===== config.mk =====
export PLATFORM = sky130hd
export DESIGN_NAME = codec_ctl_seq
export DESIGN_NICKNAME = d
export VERILOG_FILES = /design/src/rtl/codec_ctl_pkg.sv /design/src/rtl/codec_init_rom.sv /design/src/rtl/codec_cmd_encoder.sv /design/src/rtl/codec_word_tx.sv /design/src/rtl/codec_ctl_seq.sv
export SDC_FILE = /design/constraint.sdc
export NUM_CORES = 1
export LEC_CHECK = 0
export BUFFER_PORTS_ARGS = -buffer_cell sky130_fd_sc_hd__buf_2
export CAP_MARGIN = 20
export CELL_PAD_IN_SITES_DETAIL_PLACEMENT = 2
export CELL_PAD_IN_SITES_GLOBAL_PLACEMENT = 2
export CORE_ASPECT_RATIO = 1.1
export CORE_UTILIZATION = 41
export DETAILED_ROUTE_END_ITERATION = 10
export HOLD_SLACK_MARGIN = 0.12
export PLACE_DENSITY_LB_ADDON = 0.1
export SLEW_MARGIN = 40
export SYNTH_ARGS = -nofsm -noshare
export SYNTH_HDL_FRONTEND = slang
export SYNTH_HIERARCHICAL = 1
export SYNTH_SLANG_ARGS = --single-unit

===== constraint.sdc =====
create_clock -name clk -period 11.2 [get_ports clk]
set_clock_uncertainty 0.1 [all_clocks]
set_input_delay 0.56 -clock clk [delete_from_list [all_inputs] [get_ports clk]]
set_output_delay 0.56 -clock clk [all_outputs]
set_load 0.02 [all_outputs]

===== src/rtl/codec_ctl_pkg.sv =====
package codec_ctl_pkg;
  localparam int IDX_W  = 7;
  localparam int VAL_W  = 9;
  localparam int WORD_W = IDX_W + VAL_W;
  localparam int INIT_LEN = 7;

  typedef logic [WORD_W-1:0] ctl_word_t;

  localparam logic [IDX_W-1:0] RG_LIN_L = 7'd0;
  localparam logic [IDX_W-1:0] RG_LIN_R = 7'd1;
  localparam logic [IDX_W-1:0] RG_HP_L  = 7'd2;
  localparam logic [IDX_W-1:0] RG_HP_R  = 7'd3;
  localparam logic [IDX_W-1:0] RG_ANA   = 7'd4;
  localparam logic [IDX_W-1:0] RG_DIG   = 7'd5;
  localparam logic [IDX_W-1:0] RG_PWR   = 7'd6;
  localparam logic [IDX_W-1:0] RG_FMT   = 7'd7;
  localparam logic [IDX_W-1:0] RG_SMP   = 7'd8;
  localparam logic [IDX_W-1:0] RG_ACT   = 7'd9;
  localparam logic [IDX_W-1:0] RG_RST   = 7'd15;

  localparam logic [2:0] OP_LINE_VOL = 3'd0;
  localparam logic [2:0] OP_HP_VOL   = 3'd1;
  localparam logic [2:0] OP_PWR_ON   = 3'd2;
  localparam logic [2:0] OP_PWR_OFF  = 3'd3;
  localparam logic [2:0] OP_BLK_ON   = 3'd4;
  localparam logic [2:0] OP_BLK_OFF  = 3'd5;

  // rounded percent-to-code scaling, percent clamped at 100
  function automatic logic [3:0] pct_scale(input logic [7:0] pct, input logic [3:0] full);
    logic [11:0] p;
    logic [11:0] num;
    p   = (pct > 8'd100) ? 12'd100 : {4'd0, pct};
    num = p * {8'd0, full} + 12'd50;
    return 4'(num / 12'd100);
  endfunction
endpackage


===== src/rtl/codec_init_rom.sv =====
module codec_init_rom
  import codec_ctl_pkg::*;
#(
  parameter logic [VAL_W-1:0] DIG_CFG = 9'h006,
  parameter logic [VAL_W-1:0] ANA_CFG = 9'h012,
  parameter logic [VAL_W-1:0] FMT_CFG = 9'h00A,
  parameter logic [VAL_W-1:0] SMP_CFG = 9'h000
) (
  input  logic [2:0] idx,
  output ctl_word_t  word
);
  always_comb begin
    case (idx)
      3'd0:    word = {RG_RST, 9'h000};
      3'd1:    word = {RG_DIG, DIG_CFG};
      3'd2:    word = {RG_ANA, ANA_CFG};
      3'd3:    word = {RG_FMT, FMT_CFG};
      3'd4:    word = {RG_SMP, SMP_CFG};
      3'd5:    word = {RG_ACT, 9'h001};
      3'd6:    word = {RG_PWR, 9'h040};
      default: word = '0;
    endcase
  end
endmodule


===== src/rtl/codec_cmd_encoder.sv =====
module codec_cmd_encoder
  import codec_ctl_pkg::*;
(
  input  logic [2:0] op,
  input  logic [7:0] arg,
  output ctl_word_t  word0,
  output ctl_word_t  word1,
  output logic [1:0] nwords
);
  logic [3:0]       line_code;
  logic [3:0]       hp_full;
  logic [VAL_W-1:0] line_val;
  logic [VAL_W-1:0] hp_val;

  always_comb begin
    line_code = pct_scale(arg, 4'd15);
    hp_full   = pct_scale(arg, 4'd7);
    line_val  = (arg == 8'd0) ? 9'h180 : {5'b1_0000, line_code};
    hp_val    = {2'b11, 4'b0000, hp_full[2:0]};
  end

  always_comb begin
    word0  = '0;
    word1  = '0;
    nwords = 2'd0;
    case (op)
      OP_LINE_VOL: begin word0 = {RG_LIN_R, line_val}; word1 = {RG_LIN_L, line_val}; nwords = 2'd2; end
      OP_HP_VOL:   begin word0 = {RG_HP_R, hp_val};    word1 = {RG_HP_L, hp_val};    nwords = 2'd2; end
      OP_PWR_ON:   begin word0 = {RG_PWR, 9'h07F}; nwords = 2'd1; end
      OP_PWR_OFF:  begin word0 = {RG_PWR, 9'h080}; nwords = 2'd1; end
      OP_BLK_ON:   begin word0 = {RG_PWR, 2'b00, ~arg[6:0]}; nwords = 2'd1; end
      OP_BLK_OFF:  begin word0 = {RG_PWR, 2'b00, arg[6:0]};  nwords = 2'd1; end
      default:     nwords = 2'd0;
    endcase
  end
endmodule


===== src/rtl/codec_word_tx.sv =====
module codec_word_tx
  import codec_ctl_pkg::*;
(
  input  logic             clk,
  input  logic             rst,
  input  logic             go,
  input  ctl_word_t        word,
  input  logic [7:0]       addr,
  output logic             tx_busy,
  output logic             fin,
  output logic             fin_nack,
  output logic [IDX_W-1:0] fin_reg,
  output logic [7:0]       bm_addr,
  output logic             bm_valid,
  output logic [7:0]       bm_data,
  output logic             bm_start,
  output logic             bm_stop,
  output logic             bm_last,
  input  logic             bm_ready,
  input  logic             bm_ack_valid,
  input  logic             bm_nack
);
  typedef enum logic [2:0] {TX_IDLE, TX_HI, TX_HACK, TX_LO, TX_LACK} tx_st_e;
  tx_st_e    st;
  ctl_word_t word_q;
  logic      nack_q;

  always_ff @(posedge clk) begin
    if (rst) begin
      st       <= TX_IDLE;
      word_q   <= '0;
      bm_addr  <= '0;
      nack_q   <= 1'b0;
      fin      <= 1'b0;
      fin_nack <= 1'b0;
    end else begin
      fin <= 1'b0;
      case (st)
        TX_IDLE: if (go) begin
          word_q  <= word;
          bm_addr <= addr;
          nack_q  <= 1'b0;
          st      <= TX_HI;
        end
        TX_HI:   if (bm_ready) st <= TX_HACK;
        TX_HACK: if (bm_ack_valid) begin
          nack_q <= bm_nack;
          st     <= TX_LO;
        end
        TX_LO:   if (bm_ready) st <= TX_LACK;
        TX_LACK: if (bm_ack_valid) begin
          fin      <= 1'b1;
          fin_nack <= nack_q | bm_nack;
          st       <= TX_IDLE;
        end
        default: st <= TX_IDLE;
      endcase
    end
  end

  assign tx_busy  = (st != TX_IDLE);
  assign bm_valid = (st == TX_HI) || (st == TX_LO);
  assign bm_start = (st == TX_HI);
  assign bm_stop  = (st == TX_LO);
  assign bm_last  = (st == TX_LO);
  assign bm_data  = (st == TX_HI) ? word_q[WORD_W-1:8] : word_q[7:0];
  assign fin_reg  = word_q[WORD_W-1:VAL_W];

  // offered byte is held until taken
  p_hold_byte_r2: assert property (@(posedge clk) disable iff (rst)
    bm_valid && !bm_ready |=> bm_valid && $stable(bm_data) && $stable(bm_start));

  // after a byte is taken, no byte is offered until its acknowledge
  p_wait_ack_r2: assert property (@(posedge clk) disable iff (rst)
    bm_valid && bm_ready |=> !bm_valid);

  // stop byte always follows a start byte of the same word
  p_stop_after_start_r1: assert property (@(posedge clk) disable iff (rst)
    $rose(bm_stop) |-> $past(st == TX_HACK));

  // acknowledge only arrives while a byte result is awaited (input rule)
  p_ack_expected_r2: assert property (@(posedge clk) disable iff (rst)
    bm_ack_valid |-> (st == TX_HACK) || (st == TX_LACK));
endmodule


===== src/rtl/codec_ctl_seq.sv =====
module codec_ctl_seq
  import codec_ctl_pkg::*;
#(
  parameter logic [8:0] DIG_CFG = 9'h006,
  parameter logic [8:0] ANA_CFG = 9'h012,
  parameter logic [8:0] FMT_CFG = 9'h00A,
  parameter logic [8:0] SMP_CFG = 9'h000
) (
  input  logic       clk,
  input  logic       rst,
  input  logic [7:0] dev_addr,
  input  logic       cmd_valid,
  input  logic [2:0] cmd_op,
  input  logic [7:0] cmd_arg,
  output logic       cmd_ready,
  output logic       busy,
  output logic       done,
  output logic       ack_err,
  output logic [6:0] err_reg,
  output logic [7:0] bm_addr,
  output logic       bm_valid,
  output logic [7:0] bm_data,
  output logic       bm_start,
  output logic       bm_stop,
  output logic       bm_last,
  input  logic       bm_ready,
  input  logic       bm_ack_valid,
  input  logic       bm_nack
);
  localparam logic [2:0] INIT_LAST = 3'(INIT_LEN - 1);

  typedef enum logic [1:0] {T_IDLE, T_SEND, T_WAIT} top_st_e;
  top_st_e    st;
  logic       in_init;
  logic [2:0] idx;
  logic [1:0] n_q;
  ctl_word_t  cw_q [2];

  ctl_word_t        init_word, enc_w0, enc_w1, send_word;
  logic [1:0]       enc_n;
  logic             go, tx_busy, fin, fin_nack, last_word;
  logic [IDX_W-1:0] fin_reg;

  codec_init_rom #(.DIG_CFG(DIG_CFG), .ANA_CFG(ANA_CFG), .FMT_CFG(FMT_CFG), .SMP_CFG(SMP_CFG))
    u_rom (.idx(idx), .word(init_word));

  codec_cmd_encoder u_enc (.op(cmd_op), .arg(cmd_arg), .word0(enc_w0), .word1(enc_w1), .nwords(enc_n));

  assign go        = (st == T_SEND);
  assign send_word = in_init ? init_word : cw_q[idx[0]];
  assign last_word = in_init ? (idx == INIT_LAST) : (idx == 3'(n_q) - 3'd1);

  codec_word_tx u_tx (
    .clk(clk), .rst(rst), .go(go), .word(send_word), .addr(dev_addr),
    .tx_busy(tx_busy), .fin(fin), .fin_nack(fin_nack), .fin_reg(fin_reg),
    .bm_addr(bm_addr), .bm_valid(bm_valid), .bm_data(bm_data),
    .bm_start(bm_start), .bm_stop(bm_stop), .bm_last(bm_last),
    .bm_ready(bm_ready), .bm_ack_valid(bm_ack_valid), .bm_nack(bm_nack));

  always_ff @(posedge clk) begin
    if (rst) begin
      st      <= T_SEND;
      in_init <= 1'b1;
      idx     <= '0;
      n_q     <= '0;
      cw_q[0] <= '0;
      cw_q[1] <= '0;
      done    <= 1'b0;
      ack_err <= 1'b0;
      err_reg <= '0;
    end else begin
      done <= 1'b0;
      if (fin && fin_nack && !ack_err) begin
        ack_err <= 1'b1;
        err_reg <= fin_reg;
      end
      case (st)
        T_IDLE: if (cmd_valid) begin
          cw_q[0] <= enc_w0;
          cw_q[1] <= enc_w1;
          n_q     <= enc_n;
          idx     <= '0;
          if (enc_n == 2'd0) done <= 1'b1;
          else               st   <= T_SEND;
        end
        T_SEND: st <= T_WAIT;
        T_WAIT: if (fin) begin
          if (last_word) begin
            st      <= T_IDLE;
            in_init <= 1'b0;
            done    <= 1'b1;
          end else begin
            idx <= idx + 3'd1;
            st  <= T_SEND;
          end
        end
        default: st <= T_IDLE;
      endcase
    end
  end

  assign cmd_ready = (st == T_IDLE);
  assign busy      = (st != T_IDLE);

  // no command is taken while init is still running
  p_no_cmd_in_init_r11: assert property (@(posedge clk) disable iff (rst)
    in_init |-> !cmd_ready);

  // a new word is launched only into an idle byte sender
  p_go_idle_r2: assert property (@(posedge clk) disable iff (rst)
    go |-> !tx_busy);

  // error flag and failing index stay once set
  p_sticky_err_r10: assert property (@(posedge clk) disable iff (rst)
    ack_err |=> ack_err && $stable(err_reg));

  // completion is reported only after a finished word or an empty command
  p_done_cause_r11: assert property (@(posedge clk) disable iff (rst)
    $rose(done) |-> $past(fin) || $past(cmd_valid && cmd_ready));
endmodule


==> results of run 1 <==
## per-layer routing
layer | up-vias | track usage, % | share of wire [%]
met1 | 3599 | 29.7 | 44
li1 | 3582 | - | -
met3 | 23 | 2.61 | 2.4
met5 | - | 0 | 0
met2 | 103 | 44.7 | 52
met4 | 0 | 5.78 | 1.5
## metrics by stage
stage / area, um^2 / cells / hold WS (ns) / setup slack, ns
after floorplan: 8190 / 1027 / 0.333 / 3.56
after detailed placement: 8260 / 1245 / 0.349 / 2.32
after CTS: 8590 / 1261 / 0.353 / 2.68
after global placement: 8250 / 1245 / 0.339 / 2.57
final: 8610 / 1261 / 0.359 / 2.67
after global routing: 8610 / 1261 / 0.361 / 1.94
## final cells by class
class	instances	area, um^2	share of cell area (%)
clock buffers	15	304	3.53
clock inverters	1	30.0	0.349
inverters	47	176	2.05
multi-input cells	812	5560	64.6
flip-flops and latches	80	1920	22.4
well taps	247	309	3.59
repair buffers	59	305	3.55
## worst min-delay path: stages (launching register included)
cell and delay, ns:
dfxtp_1 0.31, nand2_1 0.05, a21oi_1 0.05
## power groups by stage
stage	clock network, mW	logic (mW)	registers, mW
2_1_floorplan	0	1.29	0.337
3_3_place_gp	0	1.59	0.337
3_5_place_dp	0	1.62	0.339
4_1_cts	0.330	1.63	0.333
5_1_grt	0.343	1.80	0.336
6_report	0.324	1.63	0.333
## path summary, 6_finish.rpt
kind / to / slack [ns] / cells past startpoint
max: cw_q[0][0] / 2.67 / 28
min: u_tx/word_q[1] / 0.36 / 2
max reg2reg: flip-flop / 8.66 / 7
min reg2reg: u_tx/word_q[1] / 0.36 / 2
==> flow_summary.toml, run 1 <==
[floorplan]
die_w_um = 136
die_area_mm2 = 0.0203
initial_core_util_pct = 42.2
die_h_um = 150
num_rows = 53
io_pins = 56
core_area_mm2 = 0.0192

[layout]
regMostFlops = "cw_q"
final_nets = 1085
n_fill_cell = 2206
drive_gt1_share_pct = 12.5
syn_to_final_growth_pct = 6.14
layout_commonest_cell = "nand2_1"
utilization_pct = 44.8
reg_top3 = "cw_q x32, u_tx/word_q x16, u_tx/bm_addr x8"
final_cell_mix = "118 x nand2_1, 74 x nor2_1, 65 x a21oi_1"
largest_reg_flops = 32
antenna_cells = 0

[placement]
place_congestion = 0.815
dp_hpwl_um = 18400
port_buffers = 55

[global_routing]
grt.total_usage_pct = 24.2
grt_pass1_wl_um = 39300
grt_max_degree = 50
grt_pass1_vias = 7541
antenna_found_initial = 0
grt_overflow_total = 0

[yosys]
yosys_warnings = 6
synth_area_mm2 = 0.00811
synthesis.instances = 1006
avgSynthCellArea_um2 = 8.06

[sta]
slew_violations = 0
setup_violations = 0
slew_headroom_pct = 49.9
finalCriticalPeriod_ns = 8.53
worstMarginPinSlew_ns = 0.749
setup-tns-final_ns = 0
fmax_ghz = 0.117
min_period_over_period_pct = 76.2
grt_setup_unrepaired = "no"
hold_viol = 0

[critical_path]
critPathBufInv = 2
setup.worst_path.start = "cmd_arg[0]"
crit_type = "primary input to flip-flop"
cpPeakStageDelay_ns = 0.53
cp.required_ns = 11.19
r2r_start = "n_q[0]"
crit_fanout = 9
crit_family = "compound AO/OA/AOI/OAI gates"
slowest_stage = "fa_1"
startpoint_type = "primary input"
arrival_ns = 8.53
endpoint_kind = "flip-flop"

[clock_network]
cts.repair.resized = 0
cts_setup_buffers = 0
cts_buffer_depth = 2
cts_tree = "done"
hold_buffers = 0
clock_latency_ns = 0.34
cts.htree.levels = 3
cts.clk_slew.worst_paths_ns = 0.06
cts_made_buffers = 9
clock-sinks = 80
cts_root_buf = "clkbuf_16"

[pwr]
swShare_pct = 50.6
total_power_mw = 2.29
power.switching_mw = 1.16
combPwrFrac_pct = 71.3
cell_internal_pwr_mw = 1.13
p_per_area_mw_per_mm2 = 266
ir_drop_uv = 138
clkPwrFrac_pct = 14.1
leakage_nw = 3.51
seqPwrFrac_pct = 14.5

[hold_path]
hold_class = "flip-flop to flip-flop"
hp-start = "u_tx/word_q[1]"

[route]
wl_um = 24100
drt-initial-drc-count = 292
dr.pass1.iters = 4
avgViaCountPerCell = 5.79
wire_per_inst_um = 19.1
vias = 7307
ant_nets = 0
drc_errors = 0

[job]
cap_violations = 0

[run_status]
run_status = "finished clean"
Note: power is estimated with default switching activity, not from simulation.
==> run 2, diff against run 1 <==
Settings changed: CORE_UTILIZATION 41 to 34.
Clock period 11.2 ns to 7 ns, I/O delays scaled along.
==> run 2 against run 1 <==
Net effect: global-route usage decreased by 1.9 points; largest power group unchanged; die area increased by 20%; critical endpoint is now cw_q[0][1]; clock-buffer cell count decreased by 5; setup slack got worse by 2.7 ns; core utilization increased by 0.65 points; sequential share of layout area decreased by 4.1 points; routed wire length increased by 18%; the flow now finishes with violations (setup timing); via count increased by 11%; sequential cell count unchanged; clock power increased by 64%.
==> flow_summary.toml, run 2 (synthesis gave the netlist of run 1 again) <==
[global_routing]
grt_pass1_vias = 8810
grt.total_usage_pct = 22.3
grt_max_degree = 50
antenna_found_initial = 2
grt_pass1_wl_um = 43800
grt_overflow_total = 0

[critical_path]
crit_fanout = 4
arrival_ns = 7.00
cp.required_ns = 7.00
crit_family = "compound AO/OA/AOI/OAI gates"
critPathBufInv = 8
startpoint_type = "primary input"
cp_common_cell = "buf_6"
crit_type = "primary input to flip-flop"
endpoint_kind = "flip-flop"
cpPeakStageDelay_ns = 0.59
slowest_stage = "fa_1"

[placement]
port_buffers = 55
place_area_mm2 = 0.00973
pre_cts_ws_ns = -0.635
dp_cells = 1472
dp_hpwl_um = 21500
place_congestion = 0.827

[floorplan]
die_h_um = 164
initial_core_util_pct = 35.0
core_area_mm2 = 0.0231
io_pins = 56
die_w_um = 149
num_rows = 58
die_area_mm2 = 0.0245

[pwr]
leakage_nw = 4.48
p_per_area_mw_per_mm2 = 500
ir_drop_uv = 223

[route]
dr.pass1.iters = 4
vias = 8135
top_layer = "met4"
wire_per_inst_um = 18.9
wl_um = 28400
avgViaCountPerCell = 5.42
wl_met1_um = 11900
drt-initial-drc-count = 245
drc_errors = 0
wl_met3_um = 327
ant_nets = 0
wl_met2_um = 15500

[sta]
fmax_ghz = 0.143
min_period_over_period_pct = 100
hold_viol = 0
worstMarginPinSlew_ns = 0.810
grt_setup_unrepaired = "yes"
worst_slack_ns = -0.00589
setup-tns-final_ns = -0.00589
setup_violations = 1
finalCriticalPeriod_ns = 7.01
slew_violations = 0
slew_headroom_pct = 45.6

[layout]
drive_gt1_share_pct = 30.7
regMostFlops = "cw_q"
largest_reg_flops = 32
layout_commonest_cell = "buf_4"
fin_area_mm2 = 0.0105
reg_top3 = "cw_q x32, u_tx/word_q x16, u_tx/bm_addr x8"
syn_to_final_growth_pct = 29.6
final_cell_mix = "182 x buf_4, 116 x nand2_1, 71 x nor2_1"
finalNonFillerCells = 1502
final_nets = 1271

[clock_network]
cts_tree = "done"
clock-sinks = 80
cts.clk_slew.worst_paths_ns = 0.06
cts_buffer_depth = 2
cts_made_buffers = 9
cts_root_buf = "clkbuf_16"
clock_latency_ns = 0.34
cts.htree.levels = 3
hold_buffers = 0

[hold_path]
hold_class = "primary input to flip-flop"

[run_status]
run_status = "finished with violations"
violations = "setup timing"

[job]
cap_violations = 0
-- run 2: cell count changes in the layout (fill, tap and decap cells not counted), moves of 4 or more --
cell	delta
inv_2	+5
buf_6	+10
ha_1	-5
inv_1	-5
o21ai_0	-5
buf_2	-4
buf_4	+178
ha_4	+5
-- run 2: cell type report --
class / count / area (um^2)
fillers: 2636 / 12600
diodes: 2 / 5.00
clock buffers: 10 / 229
clock inverters: 6 / 108
multi-input cells: 812 / 5930
inverters: 47 / 176
flip-flops and latches: 80 / 1920
repair buffers: 245 / 1770
well taps: 300 / 375
-- run 2: repair_timing --
| action | CTS | global route |
|---|---|---|
| setup buffers | 3 | 10 |
| pin swaps | 5 | 28 |
| endpoints found under the setup margin | 3 | 4 |
| resized for setup | 19 | 61 |
-- run 2: report_power, final --
| part | switching, mW | internal [mW] | total (mW) |
|---|---|---|---|
| Combinational | 2.22 | 1.97 | 4.20 |
| Sequential | 0.0178 | 0.514 | 0.532 |
| Clock | 0.183 | 0.347 | 0.531 |
| Total | 2.42 | 2.84 | 5.26 |
-- run 2: path summary, 6_finish.rpt --
kind | start | end | slack [ns] | cells after the start
worst max-delay path | cmd_arg[1] | cw_q[0][1] | -0.006 | 31
worst max register to register | n_q[0] | flip-flop | 4.72 | 7
worst min-delay path | dev_addr[4] | u_tx/bm_addr[4] | 0.15 | 3
worst min register to register | u_tx/bm_addr[0] | u_tx/bm_addr[0] | 0.35 | 2
-- run 2: stage by stage --
stage	hold slack [ns]	utilization, %	total power [mW]
CTS	0.137	43.9	4.78
global route	0.145	45.4	5.60
finish	0.154	45.4	5.26
global placement	0.340	42.0	3.98
detailed placement	0.349	42.0	4.10
floorplan	0.333	-	2.65
-- run 2: metal layers --
metal	vias up	global-route usage, %
met3	38	1.28
li1	3963	-
met5	-	0
met1	4049	25.4
met4	0	7.79
met2	85	43.4
-- run 2: worst register-to-register path, stage by stage (launching register included) --
cell       delay, ns
dfxtp_1         0.39
inv_1           0.06
ha_1            0.34
xor2_1          0.16
a22oi_1         0.28
o2111ai_2       0.26
or3_1           0.37
a31oi_1         0.23
